[config.mk]
export PLATFORM = sky130hd
export DESIGN_NAME = cfg_regfile
export DESIGN_NICKNAME = d
export VERILOG_FILES = /design/src/rtl/cfg_regfile_pkg.sv /design/src/rtl/cfg_regfile_wr.sv /design/src/rtl/cfg_regfile_rdpipe.sv /design/src/rtl/cfg_regfile.sv
export SDC_FILE = /design/constraint.sdc
export NUM_CORES = 1
export LEC_CHECK = 0
export ABC_CLOCK_PERIOD_IN_PS = 2600
export BUFFER_PORTS_ARGS = -buffer_cell sky130_fd_sc_hd__buf_2
export CAP_MARGIN = 20
export CORE_MARGIN = 2
export CORE_UTILIZATION = 56
export DETAILED_ROUTE_END_ITERATION = 6
export GPL_ROUTABILITY_DRIVEN = 0
export HOLD_SLACK_MARGIN = 0.05
export PLACE_DENSITY = 0.84
export SLEW_MARGIN = 20
export SYNTH_ARGS = -nofsm -noshare
export SYNTH_HDL_FRONTEND = slang
export SYNTH_SLANG_ARGS = --single-unit
export TNS_END_PERCENT = 100
[constraint.sdc]
create_clock -name clk -period 2.6 [get_ports clk]
set_input_delay 0.52 -clock clk [delete_from_list [all_inputs] [get_ports clk]]
set_output_delay 0.52 -clock clk [all_outputs]
set_load 0.005 [all_outputs]
[src/rtl/cfg_regfile_pkg.sv]
package cfg_regfile_pkg;
    localparam int ADDR_W = 3;
    localparam int NUM_WORDS = 1 << ADDR_W;

    typedef enum logic [ADDR_W-1:0] {
        ADR_VERSION = 3'd0,
        ADR_PARAM   = 3'd1,
        ADR_IRQ_ACK = 3'd2,
        ADR_AUX     = 3'd3,
        ADR_CNT_CLR = 3'd4,
        ADR_FLUSH   = 3'd5,
        ADR_EVT_CNT = 3'd6,
        ADR_SPARE   = 3'd7
    } reg_addr_e;
endpackage

[src/rtl/cfg_regfile_wr.sv]
module cfg_regfile_wr
    import cfg_regfile_pkg::*;
#(
    parameter int DATA_W = 32,
    parameter logic [DATA_W-1:0] VERSION = '0
) (
    input  logic                               clk,
    input  logic                               rst,
    input  logic                               wr_en,
    input  logic [ADDR_W-1:0]                  addr,
    input  logic [DATA_W-1:0]                  wdata,
    input  logic [DATA_W-1:0]                  irq_pending,
    input  logic                               event_in,
    output logic [NUM_WORDS-1:0][DATA_W-1:0]   words,
    output logic [DATA_W-1:0]                  param_q,
    output logic [DATA_W-1:0]                  aux_q,
    output logic                               clr_pulse,
    output logic                               flush_pulse
);
    logic [DATA_W-1:0] ack_q;
    logic [DATA_W-1:0] irq_q;
    logic [DATA_W-1:0] evt_cnt_q;
    logic              clr_hit;
    logic              flush_hit;

    assign clr_hit   = wr_en && (addr == ADR_CNT_CLR);
    assign flush_hit = wr_en && (addr == ADR_FLUSH);

    always_ff @(posedge clk) begin
        if (rst) begin
            param_q     <= '0;
            aux_q       <= '0;
            ack_q       <= '0;
            irq_q       <= '0;
            evt_cnt_q   <= '0;
            clr_pulse   <= 1'b0;
            flush_pulse <= 1'b0;
        end else begin
            irq_q       <= irq_pending;
            clr_pulse   <= clr_hit;
            flush_pulse <= flush_hit;
            if (wr_en) begin
                unique case (reg_addr_e'(addr))
                    ADR_PARAM:   param_q <= wdata;
                    ADR_IRQ_ACK: ack_q   <= ack_q | wdata;
                    ADR_AUX:     aux_q   <= wdata;
                    default:     ;
                endcase
            end
            if (clr_hit) begin
                evt_cnt_q <= '0;
            end else if (event_in) begin
                evt_cnt_q <= evt_cnt_q + 1'b1;
            end
        end
    end

    always_comb begin
        words              = '0;
        words[ADR_VERSION] = VERSION;
        words[ADR_PARAM]   = param_q;
        words[ADR_IRQ_ACK] = irq_q & ~ack_q;
        words[ADR_AUX]     = aux_q;
        words[ADR_EVT_CNT] = evt_cnt_q;
    end

    assert_ack_sticky_R4: assert property (@(posedge clk) disable iff (rst)
        (ack_q & $past(ack_q)) == $past(ack_q));

    assert_clear_wins_R7: assert property (@(posedge clk) disable iff (rst)
        clr_hit |=> (evt_cnt_q == '0));

    assert_clr_pulse_src_R7: assert property (@(posedge clk) disable iff (rst)
        clr_pulse |-> $past(wr_en && addr == ADR_CNT_CLR));

    assert_flush_pulse_src_R8: assert property (@(posedge clk) disable iff (rst)
        flush_pulse |-> $past(wr_en && addr == ADR_FLUSH));

    assert_count_step_R9: assert property (@(posedge clk) disable iff (rst)
        (!clr_hit && event_in) |=> (evt_cnt_q == $past(evt_cnt_q) + 1'b1));
endmodule

[src/rtl/cfg_regfile_rdpipe.sv]
module cfg_regfile_rdpipe
    import cfg_regfile_pkg::*;
#(
    parameter int DATA_W = 32
) (
    input  logic                             clk,
    input  logic                             rst,
    input  logic                             rd_en,
    input  logic [ADDR_W-1:0]                addr,
    input  logic [NUM_WORDS-1:0][DATA_W-1:0] words,
    output logic                             rd_valid,
    output logic [DATA_W-1:0]                rd_data
);
    localparam int PAIRS  = NUM_WORDS / 2;
    localparam int PAIR_W = ADDR_W - 1;

    logic [PAIRS-1:0][DATA_W-1:0] even_w;
    logic [PAIRS-1:0][DATA_W-1:0] odd_w;
    logic [DATA_W-1:0]            s1_even;
    logic [DATA_W-1:0]            s1_odd;
    logic                         s1_valid;
    logic                         s1_lo;
    logic [PAIR_W-1:0]            pair_sel;

    for (genvar g = 0; g < PAIRS; g++) begin : g_pair
        assign even_w[g] = words[2*g];
        assign odd_w[g]  = words[2*g+1];
    end

    assign pair_sel = addr[ADDR_W-1:1];

    // Stage one: the upper address bits pick a pair of words.
    always_ff @(posedge clk) begin
        if (rst) begin
            s1_valid <= 1'b0;
            s1_lo    <= 1'b0;
            s1_even  <= '0;
            s1_odd   <= '0;
        end else begin
            s1_valid <= rd_en;
            s1_lo    <= addr[0];
            if (rd_en) begin
                s1_even <= even_w[pair_sel];
                s1_odd  <= odd_w[pair_sel];
            end
        end
    end

    // Stage two: the delayed low address bit picks one word of the pair.
    always_ff @(posedge clk) begin
        if (rst) begin
            rd_valid <= 1'b0;
            rd_data  <= '0;
        end else begin
            rd_valid <= s1_valid;
            if (s1_valid) begin
                rd_data <= s1_lo ? s1_odd : s1_even;
            end
        end
    end

    assert_read_latency_R6: assert property (@(posedge clk) disable iff (rst)
        rd_en |=> ##1 rd_valid);

    assert_no_spurious_valid_R6: assert property (@(posedge clk) disable iff (rst)
        !rd_en |=> ##1 !rd_valid);
endmodule

[src/rtl/cfg_regfile.sv]
module cfg_regfile
    import cfg_regfile_pkg::*;
#(
    parameter int DATA_W = 32,
    parameter logic [DATA_W-1:0] VERSION = 32'h0001_0203
) (
    input  logic              clk,
    input  logic              rst,
    input  logic              instr_valid_i,
    input  logic              instr_wr_i,
    input  logic [ADDR_W-1:0] instr_addr_i,
    input  logic [DATA_W-1:0] instr_wdata_i,
    input  logic [DATA_W-1:0] irq_pending_i,
    input  logic              event_i,
    output logic              rd_valid_o,
    output logic [DATA_W-1:0] rd_data_o,
    output logic [DATA_W-1:0] param_o,
    output logic [DATA_W-1:0] aux_o,
    output logic              cnt_clr_o,
    output logic              flush_o
);
    logic                             wr_en;
    logic                             rd_en;
    logic [NUM_WORDS-1:0][DATA_W-1:0] words;

    assign wr_en = instr_valid_i && instr_wr_i;
    assign rd_en = instr_valid_i && !instr_wr_i;

    cfg_regfile_wr #(.DATA_W(DATA_W), .VERSION(VERSION)) u_wr (
        .clk         (clk),
        .rst         (rst),
        .wr_en       (wr_en),
        .addr        (instr_addr_i),
        .wdata       (instr_wdata_i),
        .irq_pending (irq_pending_i),
        .event_in    (event_i),
        .words       (words),
        .param_q     (param_o),
        .aux_q       (aux_o),
        .clr_pulse   (cnt_clr_o),
        .flush_pulse (flush_o)
    );

    cfg_regfile_rdpipe #(.DATA_W(DATA_W)) u_rd (
        .clk      (clk),
        .rst      (rst),
        .rd_en    (rd_en),
        .addr     (instr_addr_i),
        .words    (words),
        .rd_valid (rd_valid_o),
        .rd_data  (rd_data_o)
    );

    assert_idle_no_write_R11: assert property (@(posedge clk) disable iff (rst)
        !instr_valid_i |=> ($stable(param_o) && $stable(aux_o) && !cnt_clr_o && !flush_o));
endmodule

==> flow_metrics.env, run 1 <==
export IMPL_async_flop_share_pct=0
export IMPL_fin_nets=1330
export IMPL_path_clk_slew_ps=60
export IMPL_power_leakage_uw=0.00472
export IMPL_yosys_register_bits=261
export IMPL_p_sw_share_pct=21.7
export IMPL_pwr_share_seq_pct=48.2
export IMPL_dr_pass1_iters=5
export IMPL_io_pins=171
export IMPL_cts_repair_resized=0
export IMPL_worst_slew_pin_slew_ps=586
export IMPL_critical_path_class="flop to flop"
export IMPL_num_rows=49
export IMPL_core_area_um2=18100
export IMPL_grt_total_usage_pct=26.7
export IMPL_grt_max_degree=121
export IMPL_holdCritPathClass="input pin to flop"
export IMPL_initial_core_util_pct=57.6
export IMPL_dieArea_um2=19800
export IMPL_antenna_found_initial=1
export IMPL_drc=0
export IMPL_cts_hold_buf=0
export IMPL_crit_arrival_ps=2540
export IMPL_fin_util_pct=66.0
export IMPL_synth_ff_type="dfxtp_1"
export IMPL_hold_viol=0
export IMPL_yosys_top_cells_area="dfxtp_1 50%, nor2_1 6.2%, a21oi_1 5.5%, nand2_1 5.2%, buf_4 4.6%"
export IMPL_slew_headroom_pct=60.9
export IMPL_vias=8822
export IMPL_area_growth_pct=14.5
export IMPL_io_buffers=170
export IMPL_root_buffer="clkbuf_16"
export IMPL_p_switching_uw=1860
export IMPL_setup_slack_ps=519
export IMPL_seq_area_frac_synth_pct=50.0
export IMPL_cts_setup_buffers=0
export IMPL_p_int_uw=6750
export IMPL_ys_warn_count=0
export IMPL_synth_edff_count=0
export IMPL_pwr_density_cell_nw_per_um2=719
export IMPL_cts_buffers_inserted=27
export IMPL_fin_tns_setup_ps=0
export IMPL_grt_pass1_vias=8206
export IMPL_clockBufferDepth=3
export IMPL_period_share_pct=80.0
export IMPL_rsz0062_at_grt="false"
export IMPL_synth_avg_cell_area_um2=8.87
export IMPL_syn_nets=1252
export IMPL_fin_crit_ps=2080
export IMPL_ir_drop_mv=0.502
export IMPL_grt_pass1_wl_um=43000
export IMPL_place_hpwl_um=18100
export IMPL_die_x_um=141
export IMPL_finalMaxSlewViolations=0
export IMPL_pwr_share_clk_pct=46.2
export IMPL_drt_iter0_drc=853
export IMPL_yosysMostFrequentCell="dfxtp_1"
export IMPL_max_freq_ghz=0.481
export IMPL_synth_area_leader_cell="dfxtp_1"
export IMPL_yosysUniqueCellTypes=39
export IMPL_final_antenna_net_count=0
export IMPL_clock_skew_final_ps=10.7
export IMPL_clock_sinks=261
export IMPL_drive_gt1_share_pct=21.8
export IMPL_cts_tree="built"
export IMPL_clock_latency_ps=530
export IMPL_drv_cap=0
export IMPL_status="complete, no violations"
export IMPL_p_total_uw=8610
export IMPL_die_height_um=141
export IMPL_netlist_area_um2=10500
export IMPL_syn_inst=1179
export IMPL_vias_per_cell=5.87
export IMPL_synth_top_area_share_pct=50.0
export IMPL_wirelength_um=27500
export IMPL_setup_viol=0
export IMPL_critPathLaunchType="flop"
export IMPL_crit_fanout=12
export IMPL_synth_common_cells="261 x dfxtp_1, 174 x nor2_1, 145 x nand2_1, 114 x a21oi_1, 72 x clkbuf_1"
export IMPL_crit_path_end_kind="flop"
export IMPL_drt_wirelength_per_cell_um=18.3
export IMPL_finalInstanceArea_um2=12000
export IMPL_grt_overflow=0
export IMPL_worstPathRequired_ps=3060
export IMPL_pre_cts_slack_ps=462
export IMPL_place_area_um2=11100
export IMPL_h_tree_depth=1
export IMPL_power_frac_comb_pct=5.7
## cell usage in the layout (no fill, tap or decap), types with 8 or more instances in the layout
cell / count
nor2b_1: 34
clkbuf_16: 27
mux2_2: 32
a22oi_1: 60
dfxtp_1: 259
nand2_1: 145
a22o_1: 28
xnor2_1: 9
mux2i_1: 35
nor2_1: 172
a21oi_1: 114
a211oi_1: 32
or4_1: 12
buf_2: 169
nand4_1: 9
inv_1: 8
clkbuf_1: 8
buf_4: 23
nand3_1: 10
## worst max-delay path: stages (launching register included)
cell,delay (ps)
dfxtp_1,470
ha_1,290
nand4_1,440
or4_1,660
a21oi_1,160
## worst paths after layout
kind / from / to / slack, ps / cells past startpoint
hold / removal: irq_pending_i[30] / u_wr.irq_q[30] / 200 / 2
setup / recovery: u_wr.evt_cnt_q[0] / u_wr.evt_cnt_q[28] / 520 / 4
setup reg to reg: u_wr.evt_cnt_q[0] / u_wr.evt_cnt_q[28] / 520 / 4
hold reg to reg: u_wr.ack_q[1] / u_wr.ack_q[1] / 460 / 2
## kinds of logic after synthesis
group	synth area share, %
AND/OR/NAND/NOR	18.2
flip-flops	50.0
AO/OA/AOI/OAI	16.0
buffers and inverters	7.90
multiplexers	6.80
XOR/XNOR	1.09
adder cells (fa/ha/maj)	0.120
## cell type report
cell class	count	area, um^2
flip-flops and latches	261	5230
well taps	229	287
diodes	1	2.50
clock inverters	6	158
inverters	8	30.0
multi-input cells	763	4440
fillers	1435	6170
repair buffers	196	1090
clock buffers	38	747
## layer usage
layer,vias up,global-route usage [%],wire (um)
met5,-,0,0
met4,0,9.89,784
met3,69,5.16,2250
met2,412,41.8,12500
met1,4175,37.0,12000
li1,4166,-,-
## flip-flops by register name, summed over array words and instances (netlist names)
name,flops
u_rd.rd_data,32
u_rd.s1_even,32
u_rd.s1_odd,32
u_wr.ack_q,32
u_wr.aux_q,32
u_wr.evt_cnt_q,32
u_wr.irq_q,32
u_wr.param_q,32
u_rd.rd_valid,1
u_rd.s1_lo,1
u_rd.s1_valid,1
u_wr.clr_pulse,1
u_wr.flush_pulse,1
## power groups by stage
| stage | logic [uW] | clock network [uW] | registers, uW |
|---|---|---|---|
| floorplan | 297 | 0 | 4210 |
| global placement | 468 | 0 | 4230 |
| detailed placement | 476 | 0 | 4230 |
| CTS | 483 | 4000 | 4150 |
| global route | 528 | 4140 | 4160 |
| finish | 488 | 3980 | 4150 |
## through the flow
stage          std cells  hold WS, ps
6_report            1502          202
5_1_grt             1502          208
4_1_cts             1501          196
3_5_place_dp        1457          453
3_3_place_gp        1457          439
2_1_floorplan       1179          428
Note: power is estimated with default switching activity, not from simulation.
==> run 2, diff against run 1 <==
--- a/config.mk
+++ b/config.mk
@@ -5,15 +5,15 @@
 export SDC_FILE = /design/constraint.sdc
 export NUM_CORES = 1
 export LEC_CHECK = 0
-export ABC_CLOCK_PERIOD_IN_PS = 2600
+export ABC_CLOCK_PERIOD_IN_PS = 1800
 export BUFFER_PORTS_ARGS = -buffer_cell sky130_fd_sc_hd__buf_2
 export CAP_MARGIN = 20
 export CORE_MARGIN = 2
-export CORE_UTILIZATION = 56
+export CORE_UTILIZATION = 51
 export DETAILED_ROUTE_END_ITERATION = 6
 export GPL_ROUTABILITY_DRIVEN = 0
 export HOLD_SLACK_MARGIN = 0.05
-export PLACE_DENSITY = 0.84
+export PLACE_DENSITY = 0.81
 export SLEW_MARGIN = 20
 export SYNTH_ARGS = -nofsm -noshare
 export SYNTH_HDL_FRONTEND = slang
==> constraint.sdc (replaced) <==
create_clock -name clk -period 1.8 [get_ports clk]
set_input_delay 0.36 -clock clk [delete_from_list [all_inputs] [get_ports clk]]
set_output_delay 0.36 -clock clk [all_outputs]
set_load 0.005 [all_outputs]
==> flow_metrics.env, run 2 (synthesis results as in run 1) <==
export IMPL_final_cell_mix="249 x dfxtp_1, 172 x nor2_1, 169 x buf_2"
export IMPL_vias_per_cell=5.61
export IMPL_power_leakage_uw=0.00499
export IMPL_finalMaxSlewViolations=0
export IMPL_io_buffers=170
export IMPL_clockBufferDepth=3
export IMPL_dieArea_um2=21700
export IMPL_setup_viol=0
export IMPL_fin_nets=1377
export IMPL_drive_gt1_share_pct=25.4
export IMPL_grt_pass1_wl_um=44100
export IMPL_crit_path_end_kind="flop"
export IMPL_critPathLaunchType="flop"
export IMPL_worstPathRequired_ps=2260
export IMPL_pwr_density_cell_nw_per_um2=975
export IMPL_cts_buffers_inserted=25
export IMPL_area_growth_pct=19.2
export IMPL_setup_slack_ps=52.6
export IMPL_initial_core_util_pct=51.8
export IMPL_h_tree_depth=1
export IMPL_pre_cts_slack_ps=-11.5
export IMPL_num_rows=52
export IMPL_period_share_pct=97.1
export IMPL_fin_util_pct=61.8
export IMPL_slew_headroom_pct=59.4
export IMPL_fin_tns_setup_ps=0
export IMPL_io_pins=171
export IMPL_critical_path_class="flop to flop"
export IMPL_place_hpwl_um=19000
export IMPL_clock_sinks=261
export IMPL_drv_cap=0
export IMPL_clock_latency_ps=520
export IMPL_core_area_um2=20200
export IMPL_root_buffer="clkbuf_16"
export IMPL_mostFrequentLayoutCell="dfxtp_1"
export IMPL_final_antenna_net_count=0
export IMPL_holdCritPathClass="input pin to flop"
export IMPL_grt_total_usage_pct=25.1
export IMPL_antenna_cells=0
export IMPL_antenna_found_initial=0
export IMPL_hold_viol=0
export IMPL_cts_tree="built"
export IMPL_crit_fanout=5
export IMPL_die_height_um=147
export IMPL_nFillCells=1684
export IMPL_fin_crit_ps=1750
export IMPL_finalInstanceArea_um2=12500
export IMPL_dr_pass1_iters=5
export IMPL_grt_overflow=0
export IMPL_crit_arrival_ps=2200
export IMPL_drc=0
export IMPL_drt_wirelength_per_cell_um=17.9
export IMPL_drt_iter0_drc=815
export IMPL_wirelength_um=28400
export IMPL_place_area_um2=11500
export IMPL_die_x_um=147
export IMPL_max_freq_ghz=0.572
export IMPL_grt_max_degree=139
export IMPL_whs_ps=56.8
export IMPL_path_clk_slew_ps=60
export IMPL_vias=8932
export IMPL_status="complete, no violations"
export IMPL_worst_slew_pin_slew_ps=608
export IMPL_ir_drop_mv=0.546
export IMPL_clock_skew_final_ps=6.22
export IMPL_grt_pass1_vias=8391
-- run 2: cell types whose count changed in the layout (fill, tap and decap cells not counted), moves of 3 or more --
cell	previous run	this run
buf_4	23	58
dfxtp_1	259	249
dfxtp_2	2	11
dlygate4sd3_1	0	8
buf_12	3	8
clkinv_2	0	4
clkbuf_8	3	6
or4_1	12	9
or4_4	1	4
-- run 2: repair_timing --
item | 4_1_cts | 5_1_grt
pin swaps | 2 | 5
setup buffers | 0 | 4
gates resized for setup | 2 | 15
hold endpoints to repair | 8 | 0
hold buffers | 8 | 0
setup endpoints to repair | 2 | 10
-- run 2: area by class of cell --
class | count | area [um^2] | area share [%]
flip-flops and latches | 261 | 5240 | 42.0
multi-input cells | 763 | 4470 | 35.8
clock buffers | 37 | 731 | 5.86
repair buffers | 245 | 1540 | 12.4
clock inverters | 8 | 118 | 0.943
inverters | 8 | 30.0 | 0.241
well taps | 270 | 338 | 2.71
-- run 2: power breakdown --
part	leakage, uW	internal, uW	switching [uW]
sequential	0.00212	5900	71.8
combinational	0.00245	307	460
clock	0.000416	3230	2190
-- run 2: worst paths after layout --
path | cells after the start | slack [ps] | to | startpoint
max | 4 | 50 | u_wr.evt_cnt_q[21] | u_wr.evt_cnt_q[7]
min | 2 | 60 | u_wr.irq_q[7] | irq_pending_i[7]
max reg2reg | 4 | 50 | u_wr.evt_cnt_q[21] | u_wr.evt_cnt_q[7]
min reg2reg | 2 | 460 | u_wr.ack_q[0] | u_wr.ack_q[0]
-- run 2: metal layers --
layer	global-route usage, %	vias up	part of all wire (%)	wire, um
li1	-	4273	-	-
met2	42.3	344	48	13700
met3	3.01	62	6.0	1710
met4	8.22	0	2.7	772
met1	33.6	4253	43	12300
met5	0	-	0	0
-- run 2: through the flow --
step	cells	total power (uW)
2_1_floorplan	1179	6510
3_3_place_gp	1535	6820
3_5_place_dp	1535	6840
4_1_cts	1588	12200
5_1_grt	1592	12500
6_report	1592	12200
-- run 2: worst max-delay path, stage by stage (launching register included) --
cell and delay, ps:
dfxtp_2 360, nand4_4 120, or4_4 570, or4_1 490
a21oi_1 140
==> run 3, diff against run 2 <==
--- a/config.mk
+++ b/config.mk
@@ -6,14 +6,14 @@
 export NUM_CORES = 1
 export LEC_CHECK = 0
 export ABC_CLOCK_PERIOD_IN_PS = 1800
-export BUFFER_PORTS_ARGS = -buffer_cell sky130_fd_sc_hd__buf_2
 export CAP_MARGIN = 20
 export CORE_MARGIN = 2
-export CORE_UTILIZATION = 51
+export CORE_UTILIZATION = 57
 export DETAILED_ROUTE_END_ITERATION = 6
+export DONT_BUFFER_PORTS = 1
 export GPL_ROUTABILITY_DRIVEN = 0
 export HOLD_SLACK_MARGIN = 0.05
-export PLACE_DENSITY = 0.81
+export PLACE_DENSITY_LB_ADDON = 0.25
 export SLEW_MARGIN = 20
 export SYNTH_ARGS = -nofsm -noshare
 export SYNTH_HDL_FRONTEND = slang
==> flow_metrics.env, run 3 (synthesis results as in run 1) <==
export IMPL_fin_util_pct=73.7
export IMPL_vias=8932
export IMPL_vias_per_cell=5.75
export IMPL_fin_nets=1373
export IMPL_grt_pass1_vias=8970
export IMPL_clock_sinks=261
export IMPL_final_antenna_net_count=0
export IMPL_drc=0
export IMPL_finalMaxSlewViolations=0
export IMPL_max_freq_ghz=0.567
export IMPL_cts_tree="built"
export IMPL_grt_overflow=0
export IMPL_drive_gt1_share_pct=11.7
export IMPL_crit_fanout=6
export IMPL_setup_viol=0
export IMPL_hold_viol=0
export IMPL_dr_pass1_iters=5
export IMPL_rsz0062_at_grt="true"
export IMPL_fin_crit_ps=1760
export IMPL_place_hpwl_um=17000
export IMPL_r2r_slack_ps=40
export IMPL_grt_max_degree=156
export IMPL_clock_latency_ps=520
export IMPL_final_cell_mix="248 x dfxtp_1, 189 x dlygate4sd3_1, 172 x nor2_1"
export IMPL_crit_arrival_ps=2210
export IMPL_clockBufferDepth=3
export IMPL_slew_headroom_pct=61.5
export IMPL_worst_slew_pin_slew_ps=576
export IMPL_core_area_um2=18000
export IMPL_path_clk_slew_ps=60
export IMPL_critical_path_class="flop to flop"
export IMPL_wirelength_um=29200
export IMPL_h_tree_depth=1
export IMPL_die_height_um=139
export IMPL_root_buffer="clkbuf_16"
export IMPL_drv_cap=0
export IMPL_worstPathRequired_ps=2250
export IMPL_status="complete, no violations"
export IMPL_pwr_density_cell_nw_per_um2=916
export IMPL_holdCritPathClass="input pin to flop"
export IMPL_num_rows=49
export IMPL_clock_skew_final_ps=8.23
export IMPL_drt_iter0_drc=698
export IMPL_drt_wirelength_per_cell_um=18.8
export IMPL_area_growth_pct=26.7
export IMPL_die_x_um=139
export IMPL_grt_total_usage_pct=29.5
export IMPL_io_buffers=0
export IMPL_cts_buffers_inserted=26
export IMPL_initial_core_util_pct=58.2
export IMPL_io_pins=171
export IMPL_fin_tns_setup_ps=0
export IMPL_critPathLaunchType="flop"
export IMPL_antenna_found_initial=4
export IMPL_period_share_pct=98.0
export IMPL_mostFrequentLayoutCell="dfxtp_1"
export IMPL_crit_path_end_kind="flop"
export IMPL_dieArea_um2=19400
export IMPL_power_leakage_uw=0.00520
export IMPL_ir_drop_mv=0.801
export IMPL_grt_pass1_wl_um=46700
## run 3: cell count changes in the layout (fill, tap and decap cells not counted), sizes merged
| cell | change |
|---|---|
| buf | -186 |
| bufinv | -1 |
| clkbuf | +2 |
| clkinv | +2 |
| diode | +5 |
| dlygate4sd3 | +181 |
## run 3: per-stage QoR
step | hold WS (ps) | area [um^2] | setup WS [ps] | power [uW] | instances
2_1_floorplan | 428 | 10500 | 10.3 | 6510 | 1179
4_1_cts | 83.9 | 13200 | 4.35 | 12200 | 1547
5_1_grt | 116 | 13200 | -38.7 | 12500 | 1553
6_report | 99.0 | 13200 | 35.8 | 12100 | 1554
3_5_place_dp | 444 | 10400 | -7.63 | 6520 | 1309
3_3_place_gp | 440 | 10400 | 11.9 | 6510 | 1309
## run 3: power breakdown
part / leakage (uW) / total [uW] / internal [uW] / switching, uW
Clock: 0.000435 / 5480 / 3280 / 2200
Sequential: 0.00212 / 5990 / 5900 / 94.8
Combinational: 0.00264 / 657 / 345 / 312
## run 3: worst max-delay path, cell delays in order (launching register included)
cell,delay (ps)
dfxtp_2,380
nand4_4,140
or4_4,540
or4_1,480
a21oi_1,150
## run 3: final cells by class
type                    count  area, um^2
repair buffers            240        2330
diodes                      5        12.5
flip-flops and latches    261        5240
clock buffers              39         781
clock inverters             9        97.6
inverters                   8        30.0
well taps                 229         287
fillers                  1237        4720
multi-input cells         763        4470
## run 3: metal layers
layer  GRT usage [%]  part of all wire [%]  wire, um  vias up
met5               0                     0         0        -
met4            10.4                   2.7       786        0
met3            4.65                   7.5      2200       58
met2            47.9                    47     13700      335
met1            40.1                    43     12600     4273
li1                -                     -         -     4266
## run 3: final timing paths
path / startpoint / to / cells after the start
worst max-delay path: u_wr.evt_cnt_q[3] / u_wr.evt_cnt_q[21] / 4
worst max register to register: u_wr.evt_cnt_q[3] / u_wr.evt_cnt_q[21] / 4
worst min register to register: u_wr.evt_cnt_q[31] / u_wr.evt_cnt_q[31] / 2
worst min-delay path: event_i / u_wr.evt_cnt_q[4] / 3
## run 3: timing repair
item	4_1_cts	5_1_grt
pin swaps	1	4
resized for setup	3	16
hold endpoints to repair	231	0
hold buffers	190	0
setup endpoints to repair	2	19
setup buffers	0	2
